## src/rtl/tunnel_pkg.sv

```systemverilog
package tunnel_pkg;
  localparam int CW      = 10;            // pixel coordinate width
  localparam int FRAC    = 2;             // fraction bits kept in CORDIC
  localparam int VW      = CW + FRAC + 4; // signed vector width
  localparam int AW      = 12;            // internal angle width
  localparam int OAW     = 8;             // output angle width
  localparam int RW      = 12;            // radius width
  localparam int DW      = 12;            // depth width
  localparam int FW      = 8;             // frame width
  localparam int TW      = 6;             // texel width
  localparam int CSTAGES = 2;             // CORDIC pipeline stages
  localparam int ISTEPS  = 3;             // iterations per stage
  localparam int LAT     = CSTAGES + 3;   // prep + cordic + depth + out
  localparam int RSH     = 4;             // log2 of dark disc radius
  localparam int RMIN    = 1 << RSH;
  localparam int SUBB    = 2;             // sub-ring bits per octave
  localparam int OCTB    = $clog2(RW - RSH);
  localparam int NKEY    = ((RW - RSH) << SUBB) + 1;
  localparam int KB      = $clog2(NKEY);
  localparam int DEPTH_K = 65535;

  typedef struct packed {
    logic signed [VW-1:0] x;
    logic signed [VW-1:0] y;
    logic [AW-1:0]        ang;
    logic [FW-1:0]        frame;
    logic                 en;
  } vec_t;

  // atan(2^-n) in units of 4096 per turn
  function automatic logic [AW-1:0] atan_step(input int n);
    case (n)
      0: return AW'(512);
      1: return AW'(302);
      2: return AW'(160);
      3: return AW'(81);
      4: return AW'(41);
      5: return AW'(20);
      6: return AW'(10);
      7: return AW'(5);
      default: return '0;
    endcase
  endfunction

  // inverse-distance value at ring key j
  function automatic logic [DW-1:0] inv_key(input int j);
    int r;
    r = ((1 << SUBB) + (j % (1 << SUBB))) << ((j >> SUBB) + RSH - SUBB);
    return DW'(DEPTH_K / r);
  endfunction
endpackage

```

## src/rtl/tunnel_prep.sv

```systemverilog
module tunnel_prep
  import tunnel_pkg::*;
(
  input  logic          clk_i,
  input  logic          rst_i,
  input  logic          en_i,
  input  logic [CW-1:0] x_i,
  input  logic [CW-1:0] y_i,
  input  logic [CW-1:0] cx_i,
  input  logic [CW-1:0] cy_i,
  input  logic [FW-1:0] frame_i,
  output vec_t          out_q
);
  logic signed [CW+1:0] dx, dy;
  logic signed [VW-1:0] sx, sy;

  always_comb begin
    dx = $signed({2'b00, x_i}) - $signed({2'b00, cx_i});
    dy = $signed({2'b00, y_i}) - $signed({2'b00, cy_i});
    sx = $signed({{(VW-CW-2){dx[CW+1]}}, dx}) <<< FRAC;
    sy = $signed({{(VW-CW-2){dy[CW+1]}}, dy}) <<< FRAC;
  end

  // fold the left half-plane onto the right one, carrying a half turn
  always_ff @(posedge clk_i) begin
    if (rst_i) begin
      out_q <= '0;
    end else begin
      out_q.en    <= en_i;
      out_q.frame <= frame_i;
      if (dx < 0) begin
        out_q.x   <= -sx;
        out_q.y   <= -sy;
        out_q.ang <= AW'(1 << (AW-1));
      end else begin
        out_q.x   <= sx;
        out_q.y   <= sy;
        out_q.ang <= '0;
      end
    end
  end
endmodule

```

## src/rtl/tunnel_cordic_stage.sv

```systemverilog
module tunnel_cordic_stage
  import tunnel_pkg::*;
#(
  parameter int STAGE = 0
) (
  input  logic clk_i,
  input  logic rst_i,
  input  vec_t in_i,
  output vec_t out_q
);
  vec_t nxt;
  logic signed [VW-1:0] tx, ty;

  always_comb begin
    nxt = in_i;
    tx  = '0;
    ty  = '0;
    for (int i = 0; i < ISTEPS; i++) begin
      tx = nxt.x;
      ty = nxt.y;
      if (ty >= 0) begin
        nxt.x   = tx + (ty >>> (STAGE*ISTEPS + i));
        nxt.y   = ty - (tx >>> (STAGE*ISTEPS + i));
        nxt.ang = nxt.ang + atan_step(STAGE*ISTEPS + i);
      end else begin
        nxt.x   = tx - (ty >>> (STAGE*ISTEPS + i));
        nxt.y   = ty + (tx >>> (STAGE*ISTEPS + i));
        nxt.ang = nxt.ang - atan_step(STAGE*ISTEPS + i);
      end
    end
  end

  always_ff @(posedge clk_i) begin
    if (rst_i) out_q <= '0;
    else       out_q <= nxt;
  end

  // vectoring from the right half-plane only ever grows x
  assert_xpos_R4: assert property (@(posedge clk_i) disable iff (rst_i)
    !out_q.x[VW-1]);
endmodule

```

## src/rtl/tunnel_depth.sv

```systemverilog
module tunnel_depth
  import tunnel_pkg::*;
(
  input  logic           clk_i,
  input  logic           rst_i,
  input  vec_t           in_i,
  output logic [OAW-1:0] angle_q,
  output logic [RW-1:0]  radius_q,
  output logic [DW-1:0]  depth_q,
  output logic           lit_q,
  output logic [FW-1:0]  frame_q
);
  localparam int FRB = RW - 1 - SUBB;

  logic [DW-1:0]      inv_tab [NKEY];
  logic [VW-1:0]      xr;
  logic [RW-1:0]      r;
  logic [3:0]         msb;
  logic [OCTB-1:0]    oct;
  logic [RW-2:0]      rn;
  logic [SUBB-1:0]    sub;
  logic [FRB-1:0]     fr;
  logic [KB-1:0]      idx;
  logic [DW-1:0]      key_lo, key_hi, diff, depth_n;
  logic [DW+FRB-1:0]  prod;
  logic [OAW-1:0]     angle_n;
  logic               lit_n;

  for (genvar g = 0; g < NKEY; g++) begin : g_key
    assign inv_tab[g] = inv_key(g);
  end

  always_comb begin
    xr  = in_i.x >>> FRAC;
    r   = (|xr[VW-1:RW]) ? '1 : xr[RW-1:0];
    msb = '0;
    for (int b = 0; b < RW; b++) if (r[b]) msb = 4'(b);
    oct = (msb < RSH) ? '0 : OCTB'(msb - RSH);
    rn  = (RW-1)'(r << (RW - 1 - msb));
    sub = rn[RW-2 -: SUBB];
    fr  = rn[FRB-1:0];
    idx = KB'({oct, sub});
    key_lo  = inv_tab[idx];
    key_hi  = inv_tab[idx + 1'b1];
    diff    = key_lo - key_hi;
    prod    = diff * fr;
    depth_n = key_lo - DW'(prod >> FRB);
    lit_n   = in_i.en && (r >= RW'(RMIN));
    angle_n = OAW'((in_i.ang + AW'(1 << (AW-OAW-1))) >> (AW-OAW));
  end

  always_ff @(posedge clk_i) begin
    if (rst_i) begin
      angle_q <= '0; radius_q <= '0; depth_q <= '0; lit_q <= 1'b0; frame_q <= '0;
    end else begin
      angle_q  <= angle_n;
      radius_q <= r;
      depth_q  <= lit_n ? depth_n : '0;
      lit_q    <= lit_n;
      frame_q  <= in_i.frame;
    end
  end

  assert_depth_band_R5: assert property (@(posedge clk_i) disable iff (rst_i)
    lit_q |-> (depth_q >= DW'(DEPTH_K >> RW)) && (depth_q <= inv_key(0)));
endmodule

```

## src/rtl/tunnel_coord_gen.sv

```systemverilog
module tunnel_coord_gen
  import tunnel_pkg::*;
(
  input  logic           clk_i,
  input  logic           rst_i,
  input  logic           en_i,
  input  logic [CW-1:0]  x_i,
  input  logic [CW-1:0]  y_i,
  input  logic [CW-1:0]  cx_i,
  input  logic [CW-1:0]  cy_i,
  input  logic [FW-1:0]  frame_i,
  output logic [OAW-1:0] angle_o,
  output logic [RW-1:0]  radius_o,
  output logic [DW-1:0]  depth_o,
  output logic           lit_o,
  output logic [TW-1:0]  texel_o
);
  vec_t           stage_v [CSTAGES+1];
  logic [OAW-1:0] angle_q;
  logic [RW-1:0]  radius_q;
  logic [DW-1:0]  depth_q;
  logic           lit_q;
  logic [FW-1:0]  frame_q;
  logic [OAW-1:0] u, v;

  tunnel_prep u_prep (
    .clk_i, .rst_i, .en_i, .x_i, .y_i, .cx_i, .cy_i, .frame_i,
    .out_q(stage_v[0])
  );

  for (genvar s = 0; s < CSTAGES; s++) begin : g_cordic
    tunnel_cordic_stage #(.STAGE(s)) u_stage (
      .clk_i, .rst_i, .in_i(stage_v[s]), .out_q(stage_v[s+1])
    );
  end

  tunnel_depth u_depth (
    .clk_i, .rst_i, .in_i(stage_v[CSTAGES]),
    .angle_q, .radius_q, .depth_q, .lit_q, .frame_q
  );

  always_comb begin
    u = angle_q + frame_q;
    v = depth_q[DW-1 -: OAW] + frame_q;
  end

  always_ff @(posedge clk_i) begin
    if (rst_i) begin
      angle_o <= '0; radius_o <= '0; depth_o <= '0; lit_o <= 1'b0; texel_o <= '0;
    end else begin
      angle_o  <= angle_q;
      radius_o <= radius_q;
      depth_o  <= depth_q;
      lit_o    <= lit_q;
      texel_o  <= lit_q ? TW'((u ^ v) >> (OAW - TW)) : '0;
    end
  end

  assert_latency_R1: assert property (@(posedge clk_i) disable iff (rst_i)
    lit_o |-> $past(en_i, LAT));
  assert_dark_R6: assert property (@(posedge clk_i) disable iff (rst_i)
    !lit_o |-> (texel_o == '0) && (depth_o == '0));
  assert_radius_floor_R6: assert property (@(posedge clk_i) disable iff (rst_i)
    lit_o |-> (radius_o >= RW'(RMIN)));
endmodule

```

## config.mk

```make
export PLATFORM = sky130hd
export DESIGN_NAME = tunnel_coord_gen
export DESIGN_NICKNAME = d
export VERILOG_FILES = /design/src/rtl/tunnel_pkg.sv /design/src/rtl/tunnel_prep.sv /design/src/rtl/tunnel_cordic_stage.sv /design/src/rtl/tunnel_depth.sv /design/src/rtl/tunnel_coord_gen.sv
export SDC_FILE = /design/constraint.sdc
export NUM_CORES = 1
export LEC_CHECK = 0
export CAP_MARGIN = 20
export CORE_ASPECT_RATIO = 1.25
export CORE_UTILIZATION = 41
export DETAILED_ROUTE_END_ITERATION = 10
export GPL_ROUTABILITY_DRIVEN = 0
export GPL_TIMING_DRIVEN = 0
export SYNTH_ARGS = -nofsm -noshare
export SYNTH_HDL_FRONTEND = slang
export SYNTH_HIERARCHICAL = 1
export SYNTH_SLANG_ARGS = --single-unit
```

## constraint.sdc

```tcl
create_clock -name clk_i -period 11.15 [get_ports clk_i]
set_input_delay 2.7875 -clock clk_i [delete_from_list [all_inputs] [get_ports clk_i]]
set_output_delay 2.7875 -clock clk_i [all_outputs]
set_load 0.02 [all_outputs]
```

==> metrics <==
nets@finish=4014; post-route ant nets=0; slowest cell delay on critical path=0.62 ns; CP endpoint kind=flop; Rows=103; most used cell, CP=fa_1; TritonCTS clock tree=done; slowest CP cell=a221oi_1; Wirelength per Cell=16.78 microns; clock skew=0.02098 ns; WHS=0.4363 ns; Die H=284.4 microns; non-filler cells, final=4384; post-DP HPWL=60510 microns; die area=64830 sq um; max cap viols=0; reg2reg setup slack=0.11 ns; Ys Warns=6; area of the mapped netlist=26160 sq um; dpl cells=4297; reg2reg start=g_cordic[1].u_stage/out_q[49]$_SDFF_PP0_; setup_tns=0 ns; CTS buffer count=17; Fmax achieved=90.60 MHz; Core Area=63150 sq um; Placed Area=28260 sq um; Total GRT Usage=0.2275; initial antenna violation count=1; number of buffers inserted by port buffering=88; worst-path maximum fanout=11; Finish-stage setup viols=0; largest net degree at the start of global routing=21; # fillers=6388; CP startpoint=g_cordic[1].u_stage/out_q[49]$_SDFF_PP0_; synthesized instance count=3343; CTS H-tree depth=4; DRC violations left=0; multi-input logic area=21170 sq um; area grow syn2layout=14.30%; status=finished, final reports clean; Worst-path clk slew=0.08 ns; Post-CTS Hold Buffers=0; CP startpoint kind=flop; HP Class=reg -> reg; Slew Viols, Final=0; critical path class=reg -> reg; starting density of the core=0.4143; clk sinks=199; final number of hold-violating endpoints=0; layout cells sized above 1=0.09368; WP data arrival=11.39 ns; routed vias/inst=5.441; design area=29900 sq um; worst slew pin tran=0.9646 ns; Max clock buf depth=2; Storage cell area=3990 sq um; Max-Slew Margin vs Limit=0.3403; mean area per synthesized cell=7.826 sq um; Hold Crit Start=g_cordic[0].u_stage/out_q[6]$_SDFF_PP0_; WL final=73580 microns; DRT Pass-1 Iters=7; vias in the first global route=23.42k; grt total ovfl=0; CTS root buffer=clkbuf_16; global-route wire length before repair=119900 microns; n_diodes=0; die width=227.9 microns; Worst-Skew Late Latency=0.49 ns; I/O Pins=90; 1st-iter DRT viols=1280; WP data required=11.50 ns; Final min period=11.04 ns; final period utilization=0.9899; via count=23.85k; unrepaired setup endpoints after global routing=true
repair_timing:
action | CTS | global route
endpoints found under the setup margin | 11 | 6
buffers inserted | 46 | 14
pin swaps | 56 | 65
gates resized for setup | 83 | 63
placed cells by master (no fill, tap or decap), types with 23 or more instances in the layout:
cell type / count
xnor2_1: 203
or3_1: 42
nor2b_1: 110
clkbuf_1: 60
dfxtp_1: 196
ha_1: 327
inv_1: 280
nor3_1: 97
xor2_1: 115
nand2b_1: 42
a21oi_2: 23
o211ai_1: 32
fa_1: 90
a21o_1: 60
and3_1: 30
nand2_1: 202
a211oi_1: 30
clkdlybuf4s50_1: 88
o31ai_1: 27
o21ai_1: 23
a31oi_1: 38
a21oi_1: 195
buf_4: 77
nor2_1: 377
o21ai_0: 145
o21bai_1: 26
nand3_1: 54
conb_1: 28
o21a_1: 47
worst paths after layout:
path,end,cells after the start
setup reg to reg,u_depth/depth_q[11]$_SDFF_PP0_,45
setup / recovery,u_depth/depth_q[11]$_SDFF_PP0_,45
hold / removal,g_cordic[1].u_stage/out_q[6]$_SDFF_PP0_,1
hold reg to reg,g_cordic[1].u_stage/out_q[6]$_SDFF_PP0_,1
through the flow:
stage / utilization / worst slack, ns
final: 0.4735 / 0.1124
after global routing: 0.4735 / -0.3202
after CTS: 0.4684 / -0.09182
after detailed placement: 0.4475 / -1.839
after global placement: 0.4474 / -1.796
after floorplan: - / 0.03336
final cells by class:
| class | instances | area share |
|---|---|---|
| buffer | 117 | 0.02084 |
| clock buffer | 18 | 0.01435 |
| clock inverter | 14 | 0.006025 |
| inverter | 289 | 0.03703 |
| multi-input combinational | 2758 | 0.7081 |
| sequential | 199 | 0.1334 |
| tap | 840 | 0.03515 |
| timing repair buffer | 149 | 0.04510 |
critical path: cells and delay by family (launching register included):
family	cells	cell delay, ns
and+or+nand+nor	8	1.20
adders and majority gates	8	3.18
AOI/OAI and AO/OA	16	4.32
DFF	1	0.31
xor gates and xnor gates	5	0.80
buffers and inverters	8	1.12
routing by layer:
layer  global-route usage  vias up  share of wire
met5                    0        -              0
met4               0.1089        0          0.045
met3              0.01846      166          0.033
met2               0.4264      603           0.52
met1               0.2577    11077           0.41
li1                     -    12008              -
state kept, by name, summed over array words and instances (netlist names):
register and cells:
u_prep/out_q 37, u_depth/lit_q 1, angle_o 8, u_depth/angle_q 8, u_depth/depth_q 12, lit_o 1, g_cordic.u_stage/out_q 83, radius_o 12
depth_o 12, texel_o 6, u_depth/radius_q 12, u_depth/frame_q 7
Power is left out: the tool's default activity adds up to more than one toggle a clock period on the data nets, which glitch-free logic cannot reach.
